## src/rtl/spi_rx_status.sv

```systemverilog
module spi_rx_status #(
  parameter int DW = 8
) (
  input  logic          clk,
  input  logic          rst_n,
  input  logic          byte_done,
  input  logic [DW-1:0] rx_byte,
  input  logic          fault_det,
  input  logic          stat_rd,
  input  logic          data_rd,
  input  logic          ctl_wr,
  input  logic [2:0]    ctl_wdata,
  output logic [5:0]    stat_q,
  output logic [DW-1:0] data_q,
  output logic          rx_irq,
  output logic          err_irq
);

  logic          rxf, ovf, flt;
  logic          rx_ie, err_ie, flt_en;
  logic          arm_rxf, arm_ovf, arm_flt;
  logic [DW-1:0] hold_q;

  wire clr_rxf = data_rd & arm_rxf;
  wire clr_ovf = data_rd & arm_ovf;
  wire clr_flt = ctl_wr & arm_flt;

  // flag values once this cycle's clears are applied
  wire rxf_v = rxf & ~clr_rxf;
  wire ovf_v = ovf & ~clr_ovf;

  wire take    = byte_done & ~ovf_v & ~rxf_v;
  wire overrun = byte_done & ~ovf_v & rxf_v;

  always_ff @(posedge clk or negedge rst_n) begin
    if (!rst_n) begin
      rxf     <= 1'b0;
      ovf     <= 1'b0;
      flt     <= 1'b0;
      rx_ie   <= 1'b0;
      err_ie  <= 1'b0;
      flt_en  <= 1'b0;
      arm_rxf <= 1'b0;
      arm_ovf <= 1'b0;
      arm_flt <= 1'b0;
      hold_q  <= '0;
    end else begin
      rxf <= rxf_v | take;
      ovf <= ovf_v | overrun;
      flt <= (flt & ~clr_flt) | (fault_det & flt_en);
      if (take) hold_q <= rx_byte;
      if (ctl_wr) {flt_en, err_ie, rx_ie} <= ctl_wdata;
      if (stat_rd) begin
        arm_rxf <= rxf;
        arm_ovf <= ovf;
        arm_flt <= flt;
      end else begin
        if (data_rd) begin
          arm_rxf <= 1'b0;
          arm_ovf <= 1'b0;
        end
        if (ctl_wr) arm_flt <= 1'b0;
      end
    end
  end

  assign stat_q  = {flt_en, err_ie, rx_ie, flt, ovf, rxf};
  assign data_q  = hold_q;
  assign rx_irq  = rxf & rx_ie;
  assign err_irq = (ovf | flt) & err_ie;

endmodule

```

## config.mk

```make
export PLATFORM = sky130hd
export DESIGN_NAME = spi_rx_status
export DESIGN_NICKNAME = d
export VERILOG_FILES = /design/src/rtl/spi_rx_status.sv
export SDC_FILE = /design/constraint.sdc
export NUM_CORES = 1
export LEC_CHECK = 0
export CAP_MARGIN = 20
export CORE_MARGIN = 10
export CORE_UTILIZATION = 35
export DETAILED_ROUTE_END_ITERATION = 10
export DONT_BUFFER_PORTS = 1
export HOLD_SLACK_MARGIN = 0.1
export PLACE_DENSITY = 0.55
export SLEW_MARGIN = 10
export SYNTH_ARGS = -nofsm -noshare
export SYNTH_HDL_FRONTEND = slang
export SYNTH_SLANG_ARGS = --single-unit
```

## constraint.sdc

```tcl
create_clock -name clk -period 1.48 [get_ports clk]
set_clock_uncertainty 0.2 [all_clocks]
set_input_delay 0.37 -clock clk [delete_from_list [all_inputs] [get_ports clk]]
set_output_delay 0.37 -clock clk [all_outputs]
set_load 0.1 [all_outputs]
```

## Word-level counts from Yosys, hierarchy flattened

Index checks and enable logic that the tools add are counted.

- Flip-flop bits (word level): 17
- Bits of input ports: 18
- Output and inout bits: 16

- Muxes and demuxes: 5
- Bitwise logic cells: 21
- Reduce and logical (&&, ||, !) cells: 2

Operators with widths:

| cell | number |
|---|---|
| $and 1x1->1 | 12 |
| $mux 1 | 5 |
| $not 1->1 | 5 |
| $or 1x1->1 | 4 |
| $reduce_bool 2->1 | 2 |

## Logic depth before layout (Yosys ltp)

Gate-level depths: netlist of run 1.

- Depth in word-level cells: 7
- Gate-level depth with buffers: 3
- Mapped depth without buffers: 3

## Worst setup path before layout of run 1

No wires, ideal clock.

- Path kind: flip-flop to output port
- Start: register ovf
- End: output port err_irq
- Arrival: 1.141 ns
- Required time: 0.910 ns
- Slack: -0.231 ns
- Cell stages (with the launch flop): 2
- Path through: dfrtp_1 > o21a_1

- Word-level cells in the longest chain between the ends: 2

RTL lines:

| element | RTL line | RTL |
|---|---|---|
| from (decl) | 19 | `logic rxf, ovf, flt;` |
| from (signal assigned) | 49 | `ovf <= ovf_v \| overrun;` |
| $or 1x1->1 | 70 | `assign err_irq = (ovf \| flt) & err_ie;` |
| $and 1x1->1 | 70 |  |
| to (decl) | 16 | `output logic err_irq` |

Every way passes these cells.

## Worst setup path in the final report of run 1

Ends and elaborated chain as after synthesis.

==> results.sh, run 1 <==
export IMPL_layoutNonFillerInstCount=125
export IMPL_num_vias=575
export IMPL_hold_start="byte_done"
export IMPL_yosysSeqAreaShare_pct=56.86
export IMPL_grt_usage_pct=8.948
export IMPL_setup_violations=13
export IMPL_clock_latency_ps=290
export IMPL_worstPathMaxFanout=2
export IMPL_status="complete, but fails checks"
export IMPL_wl_per_cell_um=15.23
export IMPL_grt_pass1_wl_um=3042
export IMPL_ys_ff_latch=17
export IMPL_rows=16
export IMPL_period_needed_ps=1753
export IMPL_ys_warnings_count=0
export IMPL_slowest_delay_ps=410
export IMPL_viasPerCell=4.600
export IMPL_postSynthAreaPerCell_um2=12.90
export IMPL_routabilityCongestion=0.7797
export IMPL_grt_overflow_total=0
export IMPL_drt_pass1_iter_count=3
export IMPL_timing_rr_start="ovf"
export IMPL_setup_ws_ps=-273.0
export IMPL_reg2reg_to="data_q[6]"
export IMPL_fmax_mhz=570.4
export IMPL_synthDistinctLibCells=14
export IMPL_final_fill_count=154
export IMPL_cts_buffers=3
export IMPL_critPathKind="register to output port"
export IMPL_route_detailed_drc=0
export IMPL_r2r_slack_ps=-250
export IMPL_area_growth_pct=72.74
export IMPL_arrival_ps=1180
export IMPL_holdPathStages=2
export IMPL_cts_root_buf="clkbuf_4"
export IMPL_start_kind="register"
export IMPL_postPlaceCellArea_um2=945.9
export IMPL_violations="negative setup slack"
export IMPL_required_ps=910
export IMPL_finalMaxSlewViolations=0
export IMPL_dieHeight_um=66.24
export IMPL_fin_crit_sh_pct=118.4
export IMPL_endpoint_kind="output port"
export IMPL_dp_cells=100
export IMPL_fin_area_um2=1292
export IMPL_cp_cell_sequence="buf_6 -> o21a_4 -> buf_12"
export IMPL_die_w_um=66.24
export IMPL_area_sequential_um2=425.4
export IMPL_worst_path_max_delay_cell="dfrtp_1"
export IMPL_first_iter_violations=10
export IMPL_synth_nets=76
export IMPL_clock_path_buffers=2
export IMPL_hold_path_class="primary input to register"
export IMPL_synthCells=58
export IMPL_worstHoldEndpoint="ovf"
export IMPL_ff2ff_path_depth=5
export IMPL_critPathTopFamily="flip-flops"
export IMPL_core_um2=2002
export IMPL_n_antenna_cell=0
export IMPL_hpwl_um=1243
export IMPL_cts_tree="built"
export IMPL_start_util_pct=37.38
export IMPL_max_slew_worst_pin_slew_ps=766.4
export IMPL_drtAntennaViolNets=0
export IMPL_routed_wirelength_um=1904
export IMPL_first_global_vias=648
export IMPL_ioPinCount=34
export IMPL_max_slew_margin_rel_pct=48.74
export IMPL_netlist_area_um2=748.2
export IMPL_grt_max_degree=18
export IMPL_rsz0062_at_grt="yes"
export IMPL_maxCapViolations=0
export IMPL_layout_drive_gt1_share_pct=43.88
export IMPL_multi_input_area_um2=290.3
export IMPL_setup_tns_ps=-2664
export IMPL_hold_viol_final=0
export IMPL_portBuffers=0
export IMPL_fin_nets=117
export IMPL_grt_antenna_before_repair=0
export IMPL_path_clk_slew_ps=100
export IMPL_cts_sinks=17
export IMPL_htreeDepth=1
export IMPL_worst_path_buf_inv=2
export IMPL_die_area_um2=4387
through the flow:
stage	utilization [%]	setup slack (ps)	hold WS, ps
2_1_floorplan	-	-4.797	-125.6
3_3_place_gp	47.25	-31.59	-125.1
3_5_place_dp	47.25	-41.19	-125.1
4_1_cts	62.75	-282.3	106.8
5_1_grt	64.56	-314.7	119.6
6_report	64.56	-273.0	112.4
how the worst max path moves through the flow:
stage               startpoint        end  depth (start not counted)
floorplan                  ovf  data_q[0]                          3
global placement           ovf  data_q[5]                          3
detailed placement         ovf  data_q[0]                          3
CTS                        ovf    err_irq                          3
global route               ovf    err_irq                          3
finish                     ovf    err_irq                          3
cell type report:
class / instances / share of cell area, %
Timing Repair Buffer: 42 / 39.88
Clock buffer: 3 / 1.742
Clock inverter: 1 / 0.3872
Sequential cell: 17 / 32.91
Tap cell: 27 / 2.614
Multi-Input combinational cell: 35 / 22.46
state kept, by name, indices dropped and copies added (netlist names):
signal,cells
arm_flt,1
arm_ovf,1
arm_rxf,1
data_q,8
err_ie,1
flt,1
flt_en,1
ovf,1
rx_ie,1
rxf,1
layout by cell type (no fill, tap or decap), drive strengths merged, types with 2 or more instances in the layout:
master       synthesis  routed
clkbuf               0       3
a22o                 2       2
buf                  6      25
nand2b               4       4
dlygate4sd3          0      17
nand2                8       8
dfrtp               17      17
o21ai                3       3
mux2                11      11
repair_timing:
action                     CTS  global route
setup buffers                3             1
hold endpoints to repair    34             0
hold buffers                17             0
resized for setup           23             7
setup endpoints to repair   22            21
metal layers:
layer	vias to the layer above	part of all wire, %	routed length [um]	GRT usage [%]
met2	13	56	1064	15.91
met1	284	36	689	8.649
met5	-	0	0	0
met4	0	0.68	13	3.927
li1	276	-	-	-
met3	2	7.2	137	4.068
cell usage after synthesis, drive strengths merged:
master / n / area share, %
dfrtp: 17 / 57
mux2: 11 / 17
nand2: 8 / 4.0
buf: 6 / 6.0
nand2b: 4 / 3.3
o21ai: 3 / 2.0
a22o: 2 / 2.3
a21oi: 1 / 0.67
and2: 1 / 1.0
nor2: 1 / 0.50
o2111ai: 1 / 3.5
o21a: 1 / 1.0
o221ai: 1 / 1.2
or2b: 1 / 1.0
cells by family (layout without fill, tap and decap cells):
kind of cell           count (synthesis)  in the layout  share of synthesized area, %
buffers and inverters                  6             46                         6.020
AOI/OAI and AO/OA                      9              9                         10.70
muxes                                 11             11                         16.56
and+or+nand+nor                       15             15                         9.866
DFF                                   17             17                         56.86
Power of run 1 is left out: the tool's default activity adds up to more than one toggle a clock period on the data nets, which glitch-free logic cannot reach.
==> run 2, diff against run 1 <==
--- a/config.mk
+++ b/config.mk
@@ -5,13 +5,13 @@
 export SDC_FILE = /design/constraint.sdc
 export NUM_CORES = 1
 export LEC_CHECK = 0
+export BUFFER_PORTS_ARGS = -buffer_cell sky130_fd_sc_hd__buf_2
 export CAP_MARGIN = 20
 export CORE_MARGIN = 10
 export CORE_UTILIZATION = 35
 export DETAILED_ROUTE_END_ITERATION = 10
-export DONT_BUFFER_PORTS = 1
 export HOLD_SLACK_MARGIN = 0.1
-export PLACE_DENSITY = 0.55
+export PLACE_DENSITY = 0.69
 export SLEW_MARGIN = 10
 export SYNTH_ARGS = -nofsm -noshare
 export SYNTH_HDL_FRONTEND = slang
==> results.sh, run 2 (synthesis gave the netlist of run 1 again) <==
export IMPL_htreeDepth=1
export IMPL_layoutNonFillerInstCount=135
export IMPL_first_global_vias=679
export IMPL_maxCapViolations=0
export IMPL_finalMaxSlewViolations=0
export IMPL_layout_drive_gt1_share_pct=61.11
export IMPL_grt_usage_pct=9.147
export IMPL_setup_violations=14
export IMPL_die_w_um=66.24
export IMPL_start_kind="register"
export IMPL_clock_path_buffers=2
export IMPL_path_clk_slew_ps=100
export IMPL_fin_area_um2=1348
export IMPL_hold_viol_final=0
export IMPL_wl_per_cell_um=14.76
export IMPL_start_util_pct=37.38
export IMPL_ioPinCount=34
export IMPL_drtAntennaViolNets=0
export IMPL_final_cell_mix="dfrtp_1, buf_2, buf_12, buf_4, mux2_2"
export IMPL_die_area_um2=4387
export IMPL_hold_path_class="primary input to register"
export IMPL_core_um2=2002
export IMPL_setup_ws_ps=-258.2
export IMPL_routabilityCongestion=0.8202
export IMPL_largest_register_ffs=8
export IMPL_grt_overflow_total=0
export IMPL_route_detailed_drc=0
export IMPL_rows=16
export IMPL_postPlaceCellArea_um2=1211
export IMPL_fmax_mhz=575.3
export IMPL_first_iter_violations=16
export IMPL_grt_antenna_before_repair=0
export IMPL_cts_tree="built"
export IMPL_dp_cells=121
export IMPL_violations="negative setup slack"
export IMPL_dieHeight_um=66.24
export IMPL_grt_pass1_wl_um=3070
export IMPL_fin_nets=127
export IMPL_endpoint_kind="output port"
export IMPL_worstPathMaxFanout=2
export IMPL_critPathKind="register to output port"
export IMPL_cts_buffers=3
export IMPL_portBuffers=33
export IMPL_cts_sinks=17
export IMPL_max_slew_margin_rel_pct=74.00
export IMPL_routed_wirelength_um=1993
export IMPL_period_needed_ps=1738
export IMPL_required_ps=910
export IMPL_hpwl_um=1563
export IMPL_n_antenna_cell=0
export IMPL_max_slew_worst_pin_slew_ps=390.1
export IMPL_arrival_ps=1170
export IMPL_status="complete, but fails checks"
export IMPL_drt_pass1_iter_count=4
export IMPL_setup_tns_ps=-2104
export IMPL_fin_crit_sh_pct=117.4
export IMPL_clock_latency_ps=280
export IMPL_viasPerCell=4.563
export IMPL_area_growth_pct=80.10
export IMPL_cts_root_buf="clkbuf_4"
export IMPL_grt_max_degree=18
export IMPL_num_vias=616
export IMPL_rsz0062_at_grt="yes"
## run 2: cell count changes in the layout (fill, tap and decap cells not counted)
| cell | change |
|---|---|
| buf_2 | +17 |
| buf_6 | -4 |
| buf_4 | +6 |
| mux2_2 | +1 |
| buf_8 | -3 |
| buf_12 | +8 |
| clkbuf_1 | +1 |
| mux2_4 | -1 |
| clkinv_2 | -1 |
| dlygate4sd3_1 | -14 |
## run 2: worst paths after layout
kind                           start         to  slack [ps]  depth (start not counted)
setup reg to reg                 ovf  data_q[1]        -150                          4
hold / removal             fault_det        flt         110                          2
hold reg to reg              arm_flt    arm_flt         350                          2
max in group asynchronous      rst_n    arm_rxf         470                          2
min in group asynchronous      rst_n     err_ie         330                          2
setup / recovery                 ovf    err_irq        -260                          3
## run 2: critical path, stage by stage, from the launching register on
cell and delay [ps]:
dfrtp_1 410, buf_6 120, o21a_4 190, buf_12 160
## run 2: cell type report
cell class	count	area (um^2)
fill	151	654.4
timing repair buffer	52	575.6
sequential	17	425.4
clock buffer	4	26.28
tap	27	33.78
multi-input combinational	35	286.5
## run 2: metrics by stage
| stage | util, % | hold WS [ps] | setup WS (ps) |
|---|---|---|---|
| after floorplan | - | -125.6 | -4.797 |
| after global placement | 60.50 | 103.0 | -27.11 |
| after detailed placement | 60.50 | 109.8 | -59.15 |
| after CTS | 65.69 | 101.1 | -271.0 |
| after global routing | 67.31 | 98.72 | -301.0 |
| final | 67.31 | 108.8 | -258.2 |
## run 2: routing by layer
metal  track usage, %  vias to the layer above  part of all wire, %
met3            3.051                        4                  6.5
met5                0                        -                    0
li1                 -                      294                    -
met2            16.39                       16                   57
met1            8.341                      302                   34
met4            6.806                        0                  2.1
## run 2: repair_timing
action | in CTS | in global routing
hold endpoints to repair | 18 | 1
buffers inserted | 4 | 3
resized for setup | 4 | 0
setup endpoints to repair | 15 | 24
hold buffers | 2 | 1
Power of run 2 is left out for the same reason.
